<file path="src/rtl/frm_pkg.sv">
package frm_pkg;
   localparam int MAX_PAT_W = 128;

   // Builds the framing word: nrep copies of lead byte, then nrep of trail byte
   function automatic logic [MAX_PAT_W-1:0] build_pattern(
      input logic [15:0] lead, input logic [15:0] trail, input int nrep, input int bw);
      logic [MAX_PAT_W-1:0] p;
      logic [MAX_PAT_W-1:0] msk;
      p   = '0;
      msk = (MAX_PAT_W'(1) << bw) - MAX_PAT_W'(1);
      for (int i = 0; i < 2*nrep; i++) begin
         p = (p << bw) | ((i < nrep) ? (MAX_PAT_W'(lead) & msk) : (MAX_PAT_W'(trail) & msk));
      end
      return p;
   endfunction
endpackage

</file>
<file path="src/rtl/frm_match.sv">
module frm_match
   import frm_pkg::*;
#(
   parameter int          BYTE_W = 8,
   parameter int          NREP   = 3,
   parameter logic [15:0] LEAD   = 16'h00F6,
   parameter logic [15:0] TRAIL  = 16'h0028
) (
   input  logic clk,
   input  logic rst_n,
   input  logic ser_i,
   output logic match_o
);
   localparam int NBYTES = 2*NREP;
   localparam int PAT_W  = NBYTES*BYTE_W;
   localparam logic [MAX_PAT_W-1:0] PAT_FULL = build_pattern(LEAD, TRAIL, NREP, BYTE_W);
   localparam logic [PAT_W-1:0]     PAT      = PAT_FULL[PAT_W-1:0];

   if (PAT_W > MAX_PAT_W) begin : g_bad_w
      $error("frm_match: pattern wider than MAX_PAT_W");
   end

   logic [PAT_W-1:0]  hist_q;
   logic [NBYTES-1:0] byte_hit;

   always_ff @(posedge clk) begin
      if (!rst_n) hist_q <= '0;
      else        hist_q <= {hist_q[PAT_W-2:0], ser_i};
   end

   for (genvar g = 0; g < NBYTES; g++) begin : g_cmp
      assign byte_hit[g] = (hist_q[g*BYTE_W +: BYTE_W] == PAT[g*BYTE_W +: BYTE_W]);
   end

   assign match_o = &byte_hit;
endmodule

</file>
<file path="src/rtl/frm_hunt.sv">
module frm_hunt (
   input  logic clk,
   input  logic rst_n,
   input  logic oof_i,
   input  logic match_i,
   output logic hunt_o
);
   logic oof_q;
   logic hunt_q;
   logic arm;
   logic done;

   assign arm  = oof_i & ~oof_q;
   assign done = hunt_q & match_i & ~oof_i;

   always_ff @(posedge clk) begin
      if (!rst_n) begin
         oof_q  <= 1'b0;
         hunt_q <= 1'b0;
      end else begin
         oof_q <= oof_i;
         if (arm)       hunt_q <= 1'b1;
         else if (done) hunt_q <= 1'b0;
      end
   end

   assign hunt_o = hunt_q;


   arm_on_rise_chk: assert property (@(posedge clk) disable iff (!rst_n)
      (oof_i && !oof_q) |=> hunt_o);

   hold_while_oof_chk: assert property (@(posedge clk) disable iff (!rst_n)
      (hunt_o && oof_i) |=> hunt_o);

   end_on_match_chk: assert property (@(posedge clk) disable iff (!rst_n)
      $fell(hunt_o) |-> $past(match_i));
endmodule

</file>
<file path="src/rtl/frm_phase.sv">
module frm_phase #(
   parameter int BYTE_W = 8
) (
   input  logic clk,
   input  logic rst_n,
   input  logic load_i,
   output logic stb_o
);
   localparam int PH_W = (BYTE_W > 1) ? $clog2(BYTE_W) : 1;
   localparam logic [PH_W-1:0] PH_LAST = PH_W'(BYTE_W-1);

   if (BYTE_W < 2) begin : g_bad_bw
      $error("frm_phase: BYTE_W must be at least 2");
   end

   logic [PH_W-1:0] ph_q;
   logic [PH_W-1:0] bnd_q;
   logic [PH_W-1:0] bnd_eff;

   always_ff @(posedge clk) begin
      if (!rst_n) ph_q <= '0;
      else        ph_q <= (ph_q == PH_LAST) ? '0 : ph_q + PH_W'(1);
   end

   always_ff @(posedge clk) begin
      if (!rst_n)      bnd_q <= '0;
      else if (load_i) bnd_q <= ph_q;
   end

   assign bnd_eff = load_i ? ph_q : bnd_q;
   assign stb_o   = (ph_q == bnd_eff);


   stb_spacing_chk: assert property (@(posedge clk) disable iff (!rst_n)
      stb_o |=> (!stb_o || load_i));
endmodule

</file>
<file path="src/rtl/frm_align.sv">
module frm_align #(
   parameter int          BYTE_W = 8,
   parameter int          NREP   = 3,
   parameter logic [15:0] LEAD   = 16'h00F6,
   parameter logic [15:0] TRAIL  = 16'h0028
) (
   input  logic clk,
   input  logic rst_n,
   input  logic ser_i,
   input  logic oof_i,
   output logic byte_stb_o,
   output logic frame_o,
   output logic hunt_o
);
   if (NREP < 1) begin : g_bad_rep
      $error("frm_align: NREP must be at least 1");
   end

   logic match;
   logic hunt;
   logic load;

   frm_match #(.BYTE_W(BYTE_W), .NREP(NREP), .LEAD(LEAD), .TRAIL(TRAIL)) u_match (
      .clk(clk), .rst_n(rst_n), .ser_i(ser_i), .match_o(match));

   frm_hunt u_hunt (
      .clk(clk), .rst_n(rst_n), .oof_i(oof_i), .match_i(match), .hunt_o(hunt));

   assign load = hunt & match;

   frm_phase #(.BYTE_W(BYTE_W)) u_phase (
      .clk(clk), .rst_n(rst_n), .load_i(load), .stb_o(byte_stb_o));

   assign frame_o = match & byte_stb_o;
   assign hunt_o  = hunt;


   pulse_on_stb_chk: assert property (@(posedge clk) disable iff (!rst_n)
      frame_o |-> byte_stb_o);

   pulse_width_chk: assert property (@(posedge clk) disable iff (!rst_n)
      frame_o |=> !frame_o);
endmodule

</file>
<file path="config.mk">
export PLATFORM = sky130hd
export DESIGN_NAME = frm_align
export DESIGN_NICKNAME = d
export VERILOG_FILES = /design/src/rtl/frm_pkg.sv /design/src/rtl/frm_match.sv /design/src/rtl/frm_hunt.sv /design/src/rtl/frm_phase.sv /design/src/rtl/frm_align.sv
export SDC_FILE = /design/constraint.sdc
export NUM_CORES = 1
export LEC_CHECK = 0
export BUFFER_PORTS_ARGS = -buffer_cell sky130_fd_sc_hd__buf_2
export CAP_MARGIN = 20
export CORE_MARGIN = 1.5
export CORE_UTILIZATION = 45
export CTS_CLUSTER_DIAMETER = 50
export DETAILED_ROUTE_END_ITERATION = 8
export PLACE_DENSITY_LB_ADDON = 0.05
export SLEW_MARGIN = 20
export SYNTH_ARGS = -nofsm -noshare
export SYNTH_HDL_FRONTEND = slang
export SYNTH_SLANG_ARGS = --single-unit
export TNS_END_PERCENT = 50
</file>
<file path="constraint.sdc">
create_clock -name clk -period 3.1 [get_ports clk]
set_clock_uncertainty 0.05 [all_clocks]
set_input_delay 0 -clock clk [delete_from_list [all_inputs] [get_ports clk]]
set_output_delay 0 -clock clk [all_outputs]
set_load 0.01 [all_outputs]
</file>
# Word level (Yosys, flattened, before mapping)
# Cells that the tools add are included.
# word_totals
romBits	0
in_bits	4
register_bits	56
ram_bits	0
latchBits	0
elab_cells	27
n_memories	0
out_inout_bits	3
# op_classes
muxes	3
mul	0
div	0
magnitude_cmp	0
eq_ne	8
n_reduce_logical	3
add_sub_neg	1
shift	0
bitwise_logic	7
# ops
op	count
== test 8 x 6 -> 1 bit, second input constant	3
== test 8 bit, second input constant	3
AND reduction 6 bit	1
AND 1 bit	4
adder 3 x 1 -> 3 bit, second input constant	1
== test 3 bit	1
== test 3 bit, second input constant	1
two-way mux 3 bit	1
inverter 1 bit	3
two-way mux 1 bit	2
nonzero test 2 bit	1
OR reduction 2 bit	1

# Depth between registers and ports, before layout
# Gate-level depths: netlist of run 1.
# logic_depth
depth_word	6
ltp_mapped	4
depth_no_buf	4

# Cells and area by module
# A second synthesis of run 1 with hierarchy kept.
# hier_totals
hier_cells	147
hier_area_um2	1766.7
# by_module_without_submodules
module	area_per_inst_um2	n_inst	cells_per_inst	seq_area_each_um2
frm_match	1431.4	1	117	960.9
frm_phase	254.0	1	21	120.1
frm_hunt	68.8	1	7	40.0
frm_align	12.5	1	2	0.0

# Least setup slack after synthesis of run 1
# OpenSTA, ideal clock, no wires.
# synth_path
path_kind	reg2reg
start	reg u_match.hist_q[0]
end	reg u_phase.bnd_q[0]
path_slack_ns	1.414
n_path_buf	0
t_required_ns	2.978
stages_incl_launch_ff	5
setup_time_ns	0.072
synth_period_minus_slack_ns	1.686
arrival_ns	1.564
cell_sequence	dfxtp_1 nand4bb_1 or4_4 nor4_4 mux2i_1
# synth_between
elab_chain_cells	4
# synth_lines
element	line	source
start, declared	frm_match.sv:23	logic [PAT_W-1:0] hist_q;
start signal, assigned	frm_match.sv:28	else hist_q <= {hist_q[PAT_W-2:0], ser_i};
== test 8 x 6 -> 1 bit	frm_match.sv:32	assign byte_hit[g] = (hist_q[g*BYTE_W +: BYTE_W] == PAT[g*BYTE_W +: BYTE_W]);
AND reduction 6 bit	frm_match.sv:35	assign match_o = &byte_hit;
AND 1 bit	frm_align.sv:29	assign load = hunt & match;
two-way mux 3 bit	--	
end signal, assigned	frm_phase.sv:27	else if (load_i) bnd_q <= ph_q;
end, declared	frm_phase.sv:17	logic [PH_W-1:0] bnd_q;
# Every way passes these cells.
# A chain may end at the register's enable or synchronous reset.

# Worst setup path after layout of run 1
# layout_path
start	reg u_match.hist_q[0]
end	out byte_stb_o
# layout_between
elab_chain_cells	5
# layout_lines
element	line	source
== test 8 x 6 -> 1 bit	frm_match.sv:32	
AND reduction 6 bit	frm_match.sv:35	
AND 1 bit	frm_align.sv:29	
two-way mux 3 bit	--	
== test 3 bit	frm_phase.sv:31	assign stb_o = (ph_q == bnd_eff);
end, declared	frm_align.sv:11	output logic byte_stb_o,
# Every way passes these cells.

==> results of run 1 <==
## routing by layer
metal,share of wire,track usage
met1,0.52,0.1998
met4,0.016,0.05469
met3,0.042,0.06133
met5,0,0
met2,0.42,0.2083
## cell type report
| class | count | share of cell area |
|---|---|---|
| clock buffers | 6 | 0.03671 |
| clock inverters | 2 | 0.01772 |
| inverters | 2 | 0.003797 |
| multi-input cells | 89 | 0.3190 |
| flip-flops and latches | 56 | 0.5671 |
| well taps | 48 | 0.03038 |
| repair buffers | 8 | 0.02532 |
## worst max-delay path, cell delays in order, from the launching register on
cell,delay [ns]
dfxtp_1,0.31
nand4bb_1,0.18
or4_4,0.58
nor4_4,0.39
or2_2,0.17
buf_2,0.12
## logic make-up (layout without fill, tap and decap cells)
kind of cell	after synthesis	in the layout
fa+ha+maj	2	2
flops	56	56
mux	3	3
xor+xnor	3	3
compound gates	3	3
simple gates	78	78
buf+inv	8	18
## power by group
part / leakage [nW] / internal [mW] / switching, mW
Sequential: 0.453 / 0.726 / 0.00511
Combinational: 0.309 / 0.0140 / 0.0188
Clock: 0.0552 / 0.240 / 0.213
## state kept, by name (all words and copies together) (netlist names)
name / flops
u_phase.bnd_q: 3
u_match.hist_q: 48
u_hunt.hunt_o: 1
u_hunt.oof_q: 1
u_phase.ph_q: 3
## synth_stat cells, drive strengths merged
cell type	number
nand4b	3
inv	2
o21ai	1
nand4	2
mux2i	3
nand2	7
ha	2
and2	49
dfxtp	56
nor4	1
xor2	3
nor4bb	1
nand4bb	1
or4	1
nor4b	5
and3b	2
or2	1
o21a	1
nor3	2
nor3b	1
a21oi	1
and4b	2
clkbuf	6
## what timing repair did
item	CTS	global route
endpoints found under the hold margin	3	0
endpoints found under the setup margin	0	0
hold buffers	2	0
## metrics by stage
stage               hold WS (ns)  cell area [µm²]    util
CTS                       0.2021             1977  0.5281
global placement          0.1856             1849  0.4940
finish                    0.2083             1977  0.5281
detailed placement        0.1761             1849  0.4940
floorplan                0.07171             1782       -
global route              0.2572             1977  0.5281
## worst min path at each step
stage                     slack (ns)  cells past startpoint           endpoint  start
after global routing            0.26                      3      u_hunt.hunt_o  rst_n
final                           0.21                      3      u_hunt.hunt_o  rst_n
after floorplan                 0.07                      1       u_hunt.oof_q  oof_i
after CTS                       0.20                      3      u_hunt.hunt_o  rst_n
after detailed placement        0.18                      2       u_hunt.oof_q  oof_i
after global placement          0.19                      2  u_match.hist_q[0]  ser_i
==> flow_summary.ini, run 1 <==
[synth]
yosysTopAreaCell = dfxtp_1
synth_top_area_share = 0.6292
synthMuxAreaShare = 0.01685
synthTopCellsByArea = dfxtp_1 63%, and2_1 17%, nor4b_1 2.5%
yosysWarnings = 0
syn_area_um2 = 1782
synth_top_family_by_area = simple AND/OR/NAND/NOR gates
synthCells = 153
seq_area_frac_synth = 0.6292
syn-num-nets = 159
synthAdderAreaFrac = 0.01404
syn_area_per_cell_um2 = 11.65
synth_compound_area_frac = 0.009831
synth_simple_gate_area_frac = 0.2985
synth_cell_types = 24
ys_ff_latch = 56
synth_xor_area_frac = 0.01475

[critical_path]
reg2regPathDepth = 4
cp-end-kind = output port
worst-setup-path-type = register to output port
worst-path-max-fanout = 4
arrival_ns = 2.06
required_ns = 3.05
crit_start = u_match.hist_q[0]
r2r-end = u_phase.bnd_q[1]
setup.worst_path.end = byte_stb_o
r2r_start = u_match.hist_q[0]
worstSetupStartpointType = register
r2r_setup_slack_ns = 1.30

[clocking]
numCtsBuffers = 5
htreeDepth = 2
cts_setup_buffers = 0
numClockSinks = 56
cts_tree = built
ctsResizeCount = 0
insertion_delay_ns = 0.30
clk_pin_slew_ns = 0.09
cts_max_path_buffers = 2
clockRootBuffer = clkbuf_8

[routing]
drt_iter0_drc = 48
num_vias = 989
drc = 0
vias_per_cell = 4.687
ant_nets = 0
drt_wl_total_um = 2512
first_pass_iters = 4
wl_per_cell_um = 11.91

[place]
port-buffer-count = 6
place_ws_ns = 1.302
dp_hpwl_um = 1680
place_inst = 201
gp_congestion = 0.6349

[floorplan]
die_h_um = 65.93
io_pins = 7
die-area_um2 = 4346
core_um2 = 3744
die_w_um = 65.93
rows = 22
floorplan.initialDensity = 0.4759

[final_layout]
final-seq-area_um2 = 1121
final_common_cell = dfxtp_1
drive_above_1_share = 0.1043
fillers = 346
stdcell_count = 211
multiInputGateArea_um2 = 630.6
syn2layout_area_growth_pct = 10.96
diodes = 0
nets = 168
layout_common_cells = 56 x dfxtp_1, 48 x and2_1, 7 x nand2_1

[run]
maxCapViolCount = 0

[power]
leakage_nw = 0.8172
irDropWorstVdd_uv = 374.3
power_mw = 1.217
power.density_nw_per_um2 = 615.6

[sta]
setup_violations = 0
worst_slew_pin_slew_ns = 0.7360
finalWorstSetupSlack_ns = 0.9925
finalSetupTns_ns = 0
period_minus_slack_ns = 2.107
rsz0062_at_grt = false
maxSlewViolCount = 0
relSlewSlack = 0.5093
period_share = 0.6798
finalHoldViolations = 0
max_freq_ghz = 0.4745

[global_route]
grtUsageTotal = 0.1474
grt_overflow = 0
antenna_found_initial = 0
grt_pass1_wl_um = 4747
grt_pass1_vias = 995
grt_max_degree = 60

[status]
outcome = completed

[worst_hold_path]
hp-class = input pin to register
(Power assumes the default switching activity.)
==> inputs of run 2 (changes only) <==
==> constraint.sdc (replaced) <==
create_clock -name clk -period 2.08 [get_ports clk]
set_clock_uncertainty 0.05 [all_clocks]
set_input_delay 0 -clock clk [delete_from_list [all_inputs] [get_ports clk]]
set_output_delay 0 -clock clk [all_outputs]
set_load 0.01 [all_outputs]
==> run 2 against run 1 <==
Die area unchanged; cell area rose by 1.0%; largest power group unchanged; sequential share of layout area is 0.57 points lower; combinational power rose by 50%; worst hold slack improved by 0.0014 ns; setup slack got worse by 0.91 ns; cell count increased by 0.95%; critical path depth unchanged; global-route usage rose by 0.22 points; non-clock buffer count rose by 2.
==> flow_summary.ini, run 2 (synthesis results as in run 1) <==
[critical_path]
required_ns = 2.03
cp-end-kind = output port
worst-setup-path-type = register to output port
arrival_ns = 1.95
worstSetupStartpointType = register
crit_start = u_match.hist_q[35]
worst-path-max-fanout = 2
r2r_start = u_match.hist_q[35]

[clocking]
insertion_delay_ns = 0.30
cts_max_path_buffers = 2
numCtsBuffers = 5
clk_pin_slew_ns = 0.09
numClockSinks = 56
clockRootBuffer = clkbuf_8
cts_tree = built
htreeDepth = 2

[final_layout]
regMostFlops = u_match.hist_q
final-seq-area_um2 = 1121
final_common_cell = dfxtp_1
diodes = 0
nets = 170
reg.largest.list = u_match.hist_q x48, u_phase.bnd_q x3, u_phase.ph_q x3
stdcell_area_um2 = 1997
fillers = 344
syn2layout_area_growth_pct = 12.08
layout_common_cells = 56 x dfxtp_1, 48 x and2_1, 7 x nand2_1
drive_above_1_share = 0.1212
largest_register_ff_count = 48
multiInputGateArea_um2 = 635.6

[floorplan]
rows = 22
die-area_um2 = 4346
io_pins = 7
die_h_um = 65.93
floorplan.initialDensity = 0.4759
die_w_um = 65.93
core_um2 = 3744

[worst_hold_path]
hp-class = input pin to register
worstHoldStart = rst_n

[routing]
drt_iter0_drc = 50
drt_wl_total_um = 2616
wl_per_cell_um = 12.28
first_pass_iters = 4
num_vias = 1007
ant_nets = 0
vias_per_cell = 4.728
drc = 0

[power]
power.density_nw_per_um2 = 909.3
irDropWorstVdd_uv = 557.9
leakage_nw = 0.8282

[place]
dp_hpwl_um = 1680
port-buffer-count = 6
post_dp_cell_area_um2 = 1849
gp_congestion = 0.6349

[sta]
setup_violations = 0
rsz0062_at_grt = false
worst_slew_pin_slew_ns = 0.7410
finalSetupTns_ns = 0
period_share = 0.9621
maxSlewViolCount = 0
relSlewSlack = 0.5060
max_freq_ghz = 0.4997
finalHoldViolations = 0
period_minus_slack_ns = 2.001

[global_route]
antenna_found_initial = 0
grt_overflow = 0
grt_pass1_wl_um = 4816
grtUsageTotal = 0.1496
grt_max_degree = 60
grt_pass1_vias = 1008

[run]
maxCapViolCount = 0

[status]
outcome = completed
run 2: critical path: stages, from the launching register on:
cell and delay, ns:
dfxtp_1 0.31, nand4b_1 0.17, or4_4 0.58, nor4_4 0.31, or2_2 0.15, buf_2 0.12
run 2: power by group:
| group | leakage [nW] | internal [mW] | total, mW | switching [mW] |
|---|---|---|---|---|
| Clock | 0.0552 | 0.357 | 0.677 | 0.320 |
| Combinational | 0.320 | 0.0211 | 0.0492 | 0.0281 |
| Sequential | 0.453 | 1.08 | 1.09 | 0.00762 |
run 2: metal layers:
| metal | global-route usage | share of wire | vias to the layer above |
|---|---|---|---|
| met2 | 0.2134 | 0.43 | 18 |
| met1 | 0.2019 | 0.52 | 460 |
| met3 | 0.06133 | 0.040 | 6 |
| met5 | 0 | 0 | - |
| met4 | 0.05469 | 0.014 | 0 |
| li1 | - | - | 523 |
run 2: final timing paths:
| path | end | depth (start not counted) | slack [ns] |
|---|---|---|---|
| setup / recovery | byte_stb_o | 5 | 0.08 |
| hold / removal | u_hunt.hunt_o | 3 | 0.21 |
| setup reg to reg | u_phase.bnd_q[2] | 6 | 0.14 |
| hold reg to reg | u_match.hist_q[28] | 1 | 0.40 |
run 2: final cells by class:
cell class                 instances  share of cell area
clock buffer                       6             0.03634
clock inverter                     2             0.01754
inverter                           2            0.003759
multi-input combinational         89              0.3183
sequential                        56              0.5614
tap                               48             0.03008
timing repair buffer              10             0.03258
run 2: through the flow:
stage | hold WS [ns] | util | power, mW | std cells | worst slack [ns]
after floorplan | 0.07171 | - | 1.146 | 153 | 0.3944
after global placement | 0.1856 | 0.4940 | 1.160 | 201 | 0.3276
after detailed placement | 0.1761 | 0.4940 | 1.161 | 201 | 0.2816
after CTS | 0.2021 | 0.5321 | 1.844 | 213 | 0.06795
after global routing | 0.2572 | 0.5334 | 1.910 | 213 | 0.003600
final | 0.2097 | 0.5334 | 1.816 | 213 | 0.07881
run 2: what timing repair did:
item / 4_1_cts / 5_1_grt
endpoints found under the hold margin: 3 / 0
setup endpoints to repair: 1 / 2
setup buffers: 2 / 0
hold buffers: 2 / 0
pin swaps: 1 / 1
resized for setup: 0 / 1
==> inputs of run 3 (changes only) <==
--- a/config.mk
+++ b/config.mk
@@ -5,6 +5,7 @@
 export SDC_FILE = /design/constraint.sdc
 export NUM_CORES = 1
 export LEC_CHECK = 0
+export ABC_AREA = 1
 export BUFFER_PORTS_ARGS = -buffer_cell sky130_fd_sc_hd__buf_2
 export CAP_MARGIN = 20
 export CORE_MARGIN = 1.5
==> run 3 against run 2 <==
Critical path depth grew 6; combinational power is 15% higher; non-clock buffer count shrank 1; highest routed layer unchanged; cell count rose by 47%; sequential share of layout area is 4.2 points lower; first-iteration DRC count down 32%; clock power grew 3.0%.
==> flow_summary.ini, run 3 <==
[status]
outcome = completed

[global_route]
use_met1 = 0.1560
antenna_found_initial = 0
grt-busiest-layer = met2
grt_overflow = 0
grt_pass1_wl_um = 4533
grt_max_degree = 29
use_met3 = 0.05357
grt_pass1_vias = 1109
met2_usage = 0.2091
grtUsageTotal = 0.1337

[sta]
period_minus_slack_ns = 1.818
finalSetupTns_ns = 0
setup_violations = 0
maxSlewViolCount = 0
finalHoldViolations = 0
max_freq_ghz = 0.5500
relSlewSlack = 0.7268
rsz0062_at_grt = false
period_share = 0.8741
worst_slew_pin_slew_ns = 0.4098
whs_ns = 0.05468

[floorplan]
io_pins = 7
floorplan.initialDensity = 0.4761
core_um2 = 4086
die_w_um = 68.76
die_h_um = 68.76
rows = 23
die-area_um2 = 4727

[critical_path]
cp.depth = 11
cp_cell_sequence = nand2_1, nor3_1, nand2_1, nor2_2, nand3_4, nand2_1, nand2_1, nand2_1, nand3_2, nor2_2, buf_2
worstSetupStartpointType = register
arrival_ns = 1.77
critPathSlowestCell = dfxtp_1
path_common_cell = nand2_1
r2r-end = u_phase.bnd_q[0]
cp_top_family = simple AND/OR/NAND/NOR gates
crit_start = u_match.hist_q[46]
reg2regPathDepth = 8
r2r_setup_slack_ns = 0.68
r2r_start = u_match.hist_q[46]
slowest_delay_ns = 0.34
worst-path-max-fanout = 8
path_buf_inv = 1
worst-setup-path-type = register to output port
cp-end-kind = output port
required_ns = 2.03
setup.worst_path.end = frame_o

[synth]
synth_most_common_cell = nand2_1
yosysWarnings = 0
synth_cell_types = 19
syn_area_per_cell_um2 = 7.721
synthArstFlopShare = 0
syn_area_um2 = 1946
syn-num-nets = 258
ys_ff_latch = 56
yosysTopAreaCell = dfxtp_1
synth_edf_count = 0
synthCells = 252
ys.flop_type = dfxtp_1
yosys-top-cells-count = 79 x nand2_1, 72 x inv_1, 56 x dfxtp_1
synth_top_area_share = 0.5762
seq_area_frac_synth = 0.5762
synthTopCellsByArea = dfxtp_1 58%, nand2_1 15%, inv_1 14%

[routing]
drt_iter0_drc = 34
wl_per_cell_um = 8.371
ant_nets = 0
drt_wl_total_um = 2620
first_pass_iters = 4
drc = 0
vias_per_cell = 4.054
num_vias = 1269

[clocking]
cts_max_path_buffers = 2
clockRootBuffer = clkbuf_8
cts_setup_buffers = 0
numClockSinks = 56
clk_pin_slew_ns = 0.10
cts_tree = built
htreeDepth = 2
numCtsBuffers = 5
insertion_delay_ns = 0.30

[power]
leakage_nw = 1.306
irDropWorstVdd_uv = 595.8
power.density_nw_per_um2 = 853.7

[final_layout]
stdcell_count = 313
drive_above_1_share = 0.09506
multiInputGateArea_um2 = 536.8
final_common_cell = nand2_1
final-seq-area_um2 = 1121
largest_register_ff_count = 48
regMostFlops = u_match.hist_q
diodes = 0
syn2layout_area_growth_pct = 11.00
nets = 268
layout_common_cells = 79 x nand2_1, 72 x inv_1, 56 x dfxtp_1
reg.largest.list = u_match.hist_q x48, u_phase.bnd_q x3, u_phase.ph_q x3
fillers = 421

[place]
port-buffer-count = 6
gp_congestion = 0.6263
place_inst = 303
dp_hpwl_um = 1853

[run]
maxCapViolCount = 0

[worst_hold_path]
hp-class = input pin to register
==> run 3: worst min path at each step <==
stage / end / start / slack (ns) / cells after the start
5_1_grt: u_match.hist_q[31] / rst_n / 0.07 / 3
6_report: u_match.hist_q[32] / rst_n / 0.05 / 3
3_3_place_gp: u_match.hist_q[0] / ser_i / 0.14 / 3
4_1_cts: u_match.hist_q[32] / rst_n / 0.05 / 3
3_5_place_dp: u_match.hist_q[0] / ser_i / 0.14 / 3
2_1_floorplan: u_hunt.oof_q / oof_i / 0.04 / 2
==> run 3: layout make-up <==
class	instances	share of cell area
flip-flops and latches	56	0.5191
multi-input cells	118	0.2486
inverters	72	0.1251
clock buffers	6	0.03360
well taps	50	0.02897
repair buffers	9	0.02665
clock inverters	2	0.01796
==> run 3: metrics by stage <==
step	setup WS, ns	power (mW)	area (µm²)	utilization
2_1_floorplan	0.7816	1.155	1946	-
3_3_place_gp	0.5833	1.170	2023	0.4951
3_5_place_dp	0.5599	1.171	2023	0.4951
4_1_cts	0.2018	1.878	2155	0.5273
5_1_grt	0.02688	1.927	2160	0.5285
6_report	0.2618	1.844	2160	0.5285
==> run 3: cells by family (layout without fill, tap and decap cells) <==
kind of cell	Yosys count	after routing	share of synthesized area
AO/OA/AOI/OAI	3	3	0.01093
adder cells (fa/ha/maj)	2	2	0.01286
buffers and inverters	78	89	0.1505
flip-flops	56	56	0.5762
AND/OR/NAND/NOR	113	113	0.2495
==> run 3: layer usage <==
layer	vias up	part of all wire	wire length, µm
met5	-	0	0
met3	6	0.034	90
li1	720	-	-
met2	10	0.41	1062
met4	0	0.026	67
met1	533	0.53	1401
==> run 3: power by group <==
part	total [mW]	switching, mW	leakage [nW]	internal [mW]
sequential	1.09	0.00850	0.453	1.08
combinational	0.0565	0.0351	0.797	0.0213
clock	0.697	0.333	0.0558	0.364
total	1.84	0.377	1.31	1.47
==> run 3: what timing repair did <==
item	CTS	global route
hold buffers	2	0
resized for setup	0	1
endpoints found under the hold margin	3	0
endpoints found under the setup margin	0	1
==> run 3: worst register-to-register path, cell delays in order, from the launching register on <==
cell	delay [ns]
dfxtp_1	0.34
nand2_1	0.06
nor3_1	0.16
nand2_1	0.10
nor2_2	0.17
nand3_4	0.14
nand2_1	0.08
nand2_1	0.06
and3_1	0.14
